===== src/rtl/fsc_pkg.sv =====
package fsc_pkg;
  localparam int NBLK   = 16;
  localparam int BANK_W = 2;
  localparam int ADDR_W = 12;
  localparam int CODE_W = 8;
  localparam int BIDX_W = BANK_W + 2;

  typedef enum logic [3:0] {
    C_INHIBIT, C_NOP, C_ACTIVE, C_READ, C_WRITE,
    C_BSTOP, C_ASTOP, C_LCR, C_LMR
  } cmd_e;

  typedef enum logic [1:0] {SQ_IDLE, SQ_WAIT_ACT, SQ_WAIT_WR} seq_e;

  localparam logic [7:0] OP_RD_CFG  = 8'h90;
  localparam logic [7:0] OP_RD_STAT = 8'h70;
  localparam logic [7:0] OP_CLR     = 8'h50;
  localparam logic [7:0] OP_ERASE   = 8'h20;
  localparam logic [7:0] OP_PROG    = 8'h40;
  localparam logic [7:0] OP_LOCK    = 8'h60;
  localparam logic [7:0] OP_NV_ER   = 8'h30;
  localparam logic [7:0] OP_NV_PR   = 8'hA0;

  localparam logic [7:0] CF_GO      = 8'hD0;
  localparam logic [7:0] CF_BLK     = 8'h01;
  localparam logic [7:0] CF_DEV     = 8'hF1;
  localparam logic [7:0] CF_NV_ER   = 8'hC0;

  function automatic cmd_e decode_cmd(input logic cs_n, ras_n, cas_n, we_n);
    if (cs_n) return C_INHIBIT;
    case ({ras_n, cas_n, we_n})
      3'b111:  return C_NOP;
      3'b011:  return C_ACTIVE;
      3'b101:  return C_READ;
      3'b100:  return C_WRITE;
      3'b110:  return C_BSTOP;
      3'b010:  return C_ASTOP;
      3'b001:  return C_LCR;
      default: return C_LMR;
    endcase
  endfunction

  function automatic logic opens_seq(input logic [7:0] code);
    return code == OP_ERASE || code == OP_PROG || code == OP_LOCK ||
           code == OP_NV_ER || code == OP_NV_PR;
  endfunction

  function automatic logic [BIDX_W-1:0] blk_index(input logic [BANK_W-1:0] b,
                                                  input logic [1:0] row_hi);
    return {b, row_hi};
  endfunction

  // Bits that survive an unlock: the two end blocks unless overridden.
  function automatic logic [NBLK-1:0] unlock_keep(input logic hv);
    logic [NBLK-1:0] k;
    k = '0;
    if (!hv) begin
      k[0]      = 1'b1;
      k[NBLK-1] = 1'b1;
    end
    return k;
  endfunction

  function automatic logic [1:0] path_for(input logic [7:0] code);
    if (code == OP_RD_STAT) return 2'd1;
    if (code == OP_RD_CFG)  return 2'd2;
    return 2'd0;
  endfunction
endpackage


===== src/rtl/fsc_cmd_decode.sv =====
module fsc_cmd_decode
  import fsc_pkg::*;
(
  input  logic cs_n,
  input  logic ras_n,
  input  logic cas_n,
  input  logic we_n,
  output cmd_e cmd,
  output logic is_idle_cmd
);
  always_comb begin
    cmd         = decode_cmd(cs_n, ras_n, cas_n, we_n);
    is_idle_cmd = (cmd == C_NOP) || (cmd == C_INHIBIT);
  end
endmodule


===== src/rtl/fsc_seq_fsm.sv =====
module fsc_seq_fsm
  import fsc_pkg::*;
(
  input  logic                     clk,
  input  logic                     rst_n,
  input  cmd_e                     cmd,
  input  logic                     is_idle_cmd,
  input  logic [BANK_W-1:0]        bank,
  input  logic [ADDR_W-1:0]        addr,
  output logic                     lcr_now,
  output logic [CODE_W-1:0]        lcr_code,
  output logic                     exec,
  output logic [CODE_W-1:0]        exec_code,
  output logic [BIDX_W-1:0]        exec_blk,
  output logic                     row_open
);
  seq_e              state_q;
  logic [CODE_W-1:0] code_q;
  logic [BANK_W-1:0] bank_q;
  logic [1:0]        rowhi_q;
  logic              row_open_q;
  logic              bank_hit;
  logic              unused_addr;

  assign unused_addr = ^addr[9:8];
  assign bank_hit  = (bank == bank_q);
  assign lcr_now   = (state_q == SQ_IDLE) && (cmd == C_LCR);
  assign lcr_code  = addr[CODE_W-1:0];
  assign exec      = (state_q == SQ_WAIT_WR) && (cmd == C_WRITE) && bank_hit;
  assign exec_code = code_q;
  assign exec_blk  = blk_index(bank_q, rowhi_q);
  assign row_open  = row_open_q;

  always_ff @(posedge clk) begin
    if (!rst_n) begin
      state_q    <= SQ_IDLE;
      code_q     <= '0;
      bank_q     <= '0;
      rowhi_q    <= '0;
      row_open_q <= 1'b0;
    end else begin
      row_open_q <= (state_q == SQ_IDLE) && (cmd == C_ACTIVE);
      case (state_q)
        SQ_IDLE: if (lcr_now && opens_seq(lcr_code)) begin
          state_q <= SQ_WAIT_ACT;
          code_q  <= lcr_code;
          bank_q  <= bank;
        end
        SQ_WAIT_ACT: if (!is_idle_cmd) begin
          if (cmd == C_ACTIVE && bank_hit) begin
            state_q <= SQ_WAIT_WR;
            rowhi_q <= addr[ADDR_W-1:ADDR_W-2];
          end else begin
            state_q <= SQ_IDLE;
          end
        end
        SQ_WAIT_WR: if (!is_idle_cmd) state_q <= SQ_IDLE;
        default: state_q <= SQ_IDLE;
      endcase
    end
  end

  assert_seq_active_no_row_R3: assert property (@(posedge clk) disable iff (!rst_n)
    (state_q != SQ_IDLE) |=> !row_open_q);
  assert_exec_from_open_seq_R4: assert property (@(posedge clk) disable iff (!rst_n)
    exec |-> $past(state_q != SQ_IDLE));
endmodule


===== src/rtl/fsc_busy_timer.sv =====
module fsc_busy_timer #(
  parameter int BUSY_CYCLES = 16
) (
  input  logic clk,
  input  logic rst_n,
  input  logic start,
  output logic ready
);
  localparam int CW = $clog2(BUSY_CYCLES + 1);
  logic [CW-1:0] cnt_q;

  assign ready = (cnt_q == '0);

  always_ff @(posedge clk) begin
    if (!rst_n)             cnt_q <= '0;
    else if (start)         cnt_q <= CW'(BUSY_CYCLES);
    else if (cnt_q != '0)   cnt_q <= cnt_q - 1'b1;
  end

  assert_start_goes_busy_R11: assert property (@(posedge clk) disable iff (!rst_n)
    start |=> !ready);
  assert_no_start_while_busy_R11: assert property (@(posedge clk) disable iff (!rst_n)
    start |-> ready);
endmodule


===== src/rtl/fsc_protect.sv =====
module fsc_protect
  import fsc_pkg::*;
(
  input  logic              clk,
  input  logic              rst_n,
  input  logic              lcr_now,
  input  logic [CODE_W-1:0] lcr_code,
  input  logic              exec,
  input  logic [CODE_W-1:0] exec_code,
  input  logic [BIDX_W-1:0] exec_blk,
  input  logic [7:0]        din,
  input  logic              hv_override,
  input  logic              ready,
  output logic              start,
  output logic              device_lock,
  output logic [NBLK-1:0]   block_lock,
  output logic              err_conf,
  output logic              err_ref,
  output logic [1:0]        read_path
);
  logic            dev_q, econf_q, eref_q;
  logic [NBLK-1:0] blk_q;
  logic [1:0]      path_q;
  logic            ok_c, bad_c, ref_c, dev_set_c;
  logic [NBLK-1:0] blk_n;
  logic            allow, tgt_locked, act;

  assign allow      = !dev_q || hv_override;
  assign tgt_locked = blk_q[exec_blk] && !hv_override;
  assign act        = exec && ready;

  always_comb begin
    ok_c = 1'b0; bad_c = 1'b0; ref_c = 1'b0; dev_set_c = 1'b0;
    blk_n = blk_q;
    case (exec_code)
      OP_ERASE: begin
        if (din != CF_GO)                bad_c = 1'b1;
        else if (!allow || tgt_locked)   ref_c = 1'b1;
        else                             ok_c  = 1'b1;
      end
      OP_PROG: begin
        if (!allow || tgt_locked) ref_c = 1'b1;
        else                      ok_c  = 1'b1;
      end
      OP_LOCK: begin
        case (din)
          CF_BLK: if (allow) begin ok_c = 1'b1; blk_n[exec_blk] = 1'b1; end
                  else ref_c = 1'b1;
          CF_DEV: if (hv_override) begin ok_c = 1'b1; dev_set_c = 1'b1; end
                  else ref_c = 1'b1;
          CF_GO:  if (allow) begin ok_c = 1'b1; blk_n = blk_q & unlock_keep(hv_override); end
                  else ref_c = 1'b1;
          default: bad_c = 1'b1;
        endcase
      end
      OP_NV_ER: if (din == CF_NV_ER) ok_c = 1'b1; else bad_c = 1'b1;
      default:  ok_c = 1'b1;
    endcase
  end

  assign start       = act && ok_c;
  assign device_lock = dev_q;
  assign block_lock  = blk_q;
  assign err_conf    = econf_q;
  assign err_ref     = eref_q;
  assign read_path   = path_q;

  always_ff @(posedge clk) begin
    if (!rst_n) begin
      dev_q <= 1'b0; blk_q <= '0; econf_q <= 1'b0; eref_q <= 1'b0; path_q <= 2'd0;
    end else begin
      if (lcr_now) begin
        path_q <= path_for(lcr_code);
        if (lcr_code == OP_CLR) begin
          econf_q <= 1'b0;
          eref_q  <= 1'b0;
        end
      end
      if (act) begin
        if (bad_c) econf_q <= 1'b1;
        if (ref_c) eref_q  <= 1'b1;
        if (ok_c) begin
          blk_q <= blk_n;
          if (dev_set_c) dev_q <= 1'b1;
        end
      end
    end
  end

  assert_dev_lock_needs_hv_R8: assert property (@(posedge clk) disable iff (!rst_n)
    $rose(dev_q) |-> $past(hv_override));
  assert_end_blocks_need_hv_R10: assert property (@(posedge clk) disable iff (!rst_n)
    ($fell(blk_q[0]) || $fell(blk_q[NBLK-1])) |-> $past(hv_override));
  assert_locked_bits_frozen_R9: assert property (@(posedge clk) disable iff (!rst_n)
    (dev_q && !hv_override) |=> $stable(blk_q));
  assert_single_outcome_R6: assert property (@(posedge clk) disable iff (!rst_n)
    exec |-> $countones({ok_c, bad_c, ref_c}) == 1);
endmodule


===== src/rtl/flash_seq_ctrl.sv =====
module flash_seq_ctrl
  import fsc_pkg::*;
#(
  parameter int BUSY_CYCLES = 16
) (
  input  logic        clk,
  input  logic        rst_n,
  input  logic        cs_n,
  input  logic        ras_n,
  input  logic        cas_n,
  input  logic        we_n,
  input  logic [1:0]  bank,
  input  logic [11:0] addr,
  input  logic [7:0]  din,
  input  logic        hv_override,
  output logic        row_open,
  output logic [1:0]  read_path,
  output logic [7:0]  status,
  output logic        device_lock,
  output logic [15:0] block_lock
);
  cmd_e              cmd;
  logic              is_idle_cmd;
  logic              lcr_now, exec, start, ready, err_conf, err_ref;
  logic [CODE_W-1:0] lcr_code, exec_code;
  logic [BIDX_W-1:0] exec_blk;

  fsc_cmd_decode u_dec (
    .cs_n(cs_n), .ras_n(ras_n), .cas_n(cas_n), .we_n(we_n),
    .cmd(cmd), .is_idle_cmd(is_idle_cmd)
  );

  fsc_seq_fsm u_seq (
    .clk(clk), .rst_n(rst_n), .cmd(cmd), .is_idle_cmd(is_idle_cmd),
    .bank(bank), .addr(addr), .lcr_now(lcr_now), .lcr_code(lcr_code),
    .exec(exec), .exec_code(exec_code), .exec_blk(exec_blk), .row_open(row_open)
  );

  fsc_protect u_prot (
    .clk(clk), .rst_n(rst_n), .lcr_now(lcr_now), .lcr_code(lcr_code),
    .exec(exec), .exec_code(exec_code), .exec_blk(exec_blk), .din(din),
    .hv_override(hv_override), .ready(ready), .start(start),
    .device_lock(device_lock), .block_lock(block_lock),
    .err_conf(err_conf), .err_ref(err_ref), .read_path(read_path)
  );

  fsc_busy_timer #(.BUSY_CYCLES(BUSY_CYCLES)) u_busy (
    .clk(clk), .rst_n(rst_n), .start(start), .ready(ready)
  );

  assign status = {ready, 1'b0, err_conf, err_ref, 4'b0000};

  assert_row_pulse_one_cycle_R1: assert property (@(posedge clk) disable iff (!rst_n)
    row_open |=> !row_open || $past(cmd == C_ACTIVE));
endmodule


===== config.mk =====
export PLATFORM = sky130hd
export DESIGN_NAME = flash_seq_ctrl
export DESIGN_NICKNAME = d
export VERILOG_FILES = /design/src/rtl/fsc_pkg.sv /design/src/rtl/fsc_cmd_decode.sv /design/src/rtl/fsc_seq_fsm.sv /design/src/rtl/fsc_busy_timer.sv /design/src/rtl/fsc_protect.sv /design/src/rtl/flash_seq_ctrl.sv
export SDC_FILE = /design/constraint.sdc
export NUM_CORES = 1
export LEC_CHECK = 0
export ABC_AREA = 1
export BUFFER_PORTS_ARGS = -buffer_cell sky130_fd_sc_hd__buf_2
export CORE_ASPECT_RATIO = 1.1
export CORE_MARGIN = 10
export CORE_UTILIZATION = 45
export CTS_CLUSTER_SIZE = 20
export DETAILED_ROUTE_END_ITERATION = 8
export PLACE_DENSITY_LB_ADDON = 0.1
export SLEW_MARGIN = 20
export SYNTH_ARGS = -nofsm -noshare
export SYNTH_HDL_FRONTEND = slang
export SYNTH_SLANG_ARGS = --single-unit

===== constraint.sdc =====
create_clock -name clk -period 1.86 [get_ports clk]
set_clock_uncertainty 0.2 [all_clocks]
set_input_delay 0.186 -clock clk [delete_from_list [all_inputs] [get_ports clk]]
set_output_delay 0.186 -clock clk [all_outputs]
set_load 0.005 [all_outputs]

==> impl_results.md <==
- Mean area per synthesized cell: 6.52 sq um
- Slew @ Worst Pin: 0.559 ns
- Sequential Power Share: between 40% and 50%
- Critical-path maximum fanout: 16
- Hold Startpoint: bank[0]
- Diodes inserted: 0
- Pint: 1.47 mW
- Number of global-route vias before repair: 2587
- Worst flop-to-flop path startpoint: u_busy.cnt_q[0]$_SDFFE_PP0N_
- Initial Util: 47.3%
- Most used DFF post-synth: dfxtp_1
- Full die area: approximately 8700 sq um
- Largest family of logic cells by synthesized area: simple AND/OR/NAND/NOR gates
- Post-route ant nets: 0
- Status: complete, but fails checks
- Root Driver: clkbuf_8
- Via Count: around 2700
- Detailed Route WL: 6900 microns
- DRC: 0
- Post-Synth XOR/XNOR Area: 0.727%
- Final #Nets: 504
- Worst path bufs/invs: 4
- # rows: 27
- Syn Inst Count: 370
- Vias per cell: 4.99
- Fin util: between 60 and 70%
- Port-buffer cells: 49
- Clock transition at path regs: 0.07 ns
- Max Root-Sink Buffers: 2
- Sw Pwr: 0.558 mW
- CTS buffer count: 5
- Final setup fails: 25
- Comb power frac: between 20% and 30%
- DRT iter0 DRCs: 136
- Worst path max stage delay: 0.33 ns
- Distinct cells, synth: 36
- Power density over cell area: around 620 nW/um^2
- Die Width: 89.8 microns
- Clk_lat worst skew: 0.30 ns
- Ratio of cells with drive above 1 in the final layout: 30.7%
- Synth top area cells: dfxtp_1 34%, nand2_1 14%, a21oi_1 9.5%, nor2_1 6.2%, inv_1 5.9%
- FF+latch count, synth: around 40
- Detailed placement HPWL: 5230 microns
- # IOs: 57
- Worst r2r path cells: 12
- Maximum capacitance violations: 0
- Area grow syn2layout: 36.6%
- Synth Area in Simple Gates: 37.9%
- Slew Limit Fails: 0
- Cell Chain, Critical Path: inv_2 -> ha_4 -> nand2_1 -> nor2_1 -> inv_1 -> or2_4 -> nor4_4 -> buf_4 -> nand3_2 -> buf_6 -> nand2_1 -> a21oi_2
- Largest area contributor in the netlist: dfxtp_1
- GRT Resource Usage Total: roughly 15%
- First-pass GRT wire length: 11500 microns
- Slowest-stage cell, CP: dfxtp_2
- Core Area: between 5000 and 6000 sq um
- Fin crit period: 2.03 ns
- Sequential area share after synthesis: 34.0%
- Drt wl/cell: 12.7 microns
- Arr. time, crit path: 1.99 ns
- Top cell type's share of synthesized area: about a third
- Pin count of the biggest net entering global routing: 29
- Worst setup startpoint: u_busy.cnt_q[0]$_SDFFE_PP0N_
- WP data required: 1.82 ns
- Worst reg-to-reg setup slack: -0.17 ns
- Critical Path End: u_prot.block_lock[2]$_SDFFE_PN0P_
- Fraction of registers with async set/reset: 0%
- Mux cell area share after synthesis: 0%
- RSZ-0062 raised after global routing: true
- Initial antenna violation count: 0
- Synth Cell Area: 2410 sq um
- Tcrit/Tclk final: 109%
- TritonCTS clock tree: done
- Worst IR drop on VDD: roughly 0.4 mV
- Most common cell on crit path: nand2_1
- Final hold violations: 0
- Total negative slack: -3.21 ns
- Crit end category: flip-flop
- Gpl congestion: approximately 0.85
- Max transition margin: roughly 63%
- Synth warn: 0
- Clock share of power: 27.0%
- Hold Crit Class: in2reg
- Gr ovfl total: 0
- EDFF count, synth: 0
- Post-synthesis adder-cell area fraction: 0.519%
- FMAX: 492 MHz
- DR pass1 iterations: 4
- Reg2Reg Capture Point: u_prot.block_lock[2]$_SDFFE_PN0P_
- Hold-critical path depth: 3
- CTS H-tree lvls: 2
- Startpoint types: flip-flop
- Clk sinks: 41
- Leakage: 1.55 nW
- Compound-Gate Fraction of Synth Area: 14.6%
- Die Ht: 96.8 microns
- Setup ws final: -0.172 ns
- CP Class: reg2reg
- Failing checks: setup timing
- WP depth: 12
- Switching share of power: 27.5%
- CP delay by family, top: simple AND/OR/NAND/NOR gates
## worst min path at each step
stage	slack, ns	end
CTS	0.02	u_seq.row_open$_SDFF_PN0_
floorplan	0.13	u_seq.rowhi_q[0]$_SDFFE_PN0P_
global route	0.05	u_seq.exec_code[7]$_SDFFE_PN0P_
finish	0.02	u_seq.bank_q[0]$_SDFFE_PN0P_
global placement	0.22	u_seq.rowhi_q[0]$_SDFFE_PN0P_
detailed placement	0.23	u_seq.rowhi_q[0]$_SDFFE_PN0P_
## layout by cell type, fill, tap and decap left out, types with 4 or more instances in the layout
cell type and instances:
nor2_1 38, buf_6 5, clkbuf_8 5, inv_1 35
nor4_1 4, o21ai_0 16, nor3_1 12, nor2_2 4
nand2_1 88, nand4_1 19, buf_2 48, buf_4 56
nand3_1 13, a21oi_1 44, inv_2 5, conb_1 5
dfxtp_1 39
## sequential cells by signal, indices dropped and copies added, names as in the netlist
signal and count:
u_prot.block_lock 16, u_seq.rowhi_q 2, u_busy.cnt_q 5, u_seq.row_open 1, u_prot.read_path 2, u_seq.bank_q 2, u_prot.err_conf 1, u_seq.exec_code 8
u_prot.err_ref 1, u_seq.state_q 2, u_prot.device_lock 1
## worst min-delay path, delay by kind of cell
kind                   cells  cell delay, ns
AOI/OAI and AO/OA          2            0.19
buffers and inverters      1            0.09
## cells by family (layout without fill, tap and decap cells)
family                   count (synthesis)  count (layout)
AND/OR/NAND/NOR                        196             196
AO/OA/AOI/OAI                           67              67
buffers and inverters                   62             161
flip-flops                              41              41
XOR/XNOR                                 2               2
adder cells (fa/ha/maj)                  1               1
other                                    1               5
## cell usage after synthesis (2+ instances only)
master	number
a21oi_1	46
buf_2	2
buf_4	11
buf_6	2
clkbuf_1	4
dfxtp_1	41
inv_1	38
inv_2	3
nand2_1	91
nand3_1	15
nand3b_1	3
nand4_1	19
nor2_1	40
nor2_2	2
nor3_1	13
nor4_1	4
o21ai_0	16
or2_2	2
## routing by layer
layer | GRT usage, % | vias up | wire length [microns]
met4 | 3.83 | 0 | 44
li1 | - | 1416 | -
met1 | 16.9 | 1227 | 2950
met2 | 27.6 | 71 | 3470
met3 | 4.16 | 4 | 427
met5 | 0 | - | 0
## through the flow
stage | instances | hold slack [ns] | setup WS, ns | power, mW | cell area (sq um)
after floorplan | 374 | 0.127 | -0.0871 | 1.22 | 2440
after global placement | 528 | 0.225 | -0.176 | 1.36 | 3040
after detailed placement | 528 | 0.228 | -0.241 | 1.37 | 3040
after CTS | 541 | 0.0217 | -0.160 | 1.93 | 3200
after global routing | 545 | 0.0456 | -0.256 | 2.13 | 3290
final | 545 | 0.0229 | -0.172 | 2.03 | 3290
## timing repair
item                       CTS  global route
resized for setup           11            15
hold endpoints to repair     3             0
cloned                       1             0
hold buffers                 3             0
setup buffers                3             4
setup endpoints to repair   25            36
pin swaps                    1             5
## power by group through the flow
stage	combinational (mW)	clock [mW]	sequential, mW
after floorplan	0.273	0	0.947
after global placement	0.415	0	0.948
after detailed placement	0.424	0	0.948
after CTS	0.452	0.552	0.931
after global routing	0.610	0.587	0.933
final	0.551	0.547	0.930
## area by class of cell
class | instances | area, sq um
Sequential cell | 41 | 826
Clock inverter | 1 | 5.00
Fill cell | 471 | 1810
Clock buffer | 5 | 68.8
Inverter | 42 | 163
Tap cell | 72 | 90.1
Multi-Input combinational cell | 271 | 1380
Timing Repair Buffer | 113 | 762
Note: power is estimated with default switching activity, not from simulation.
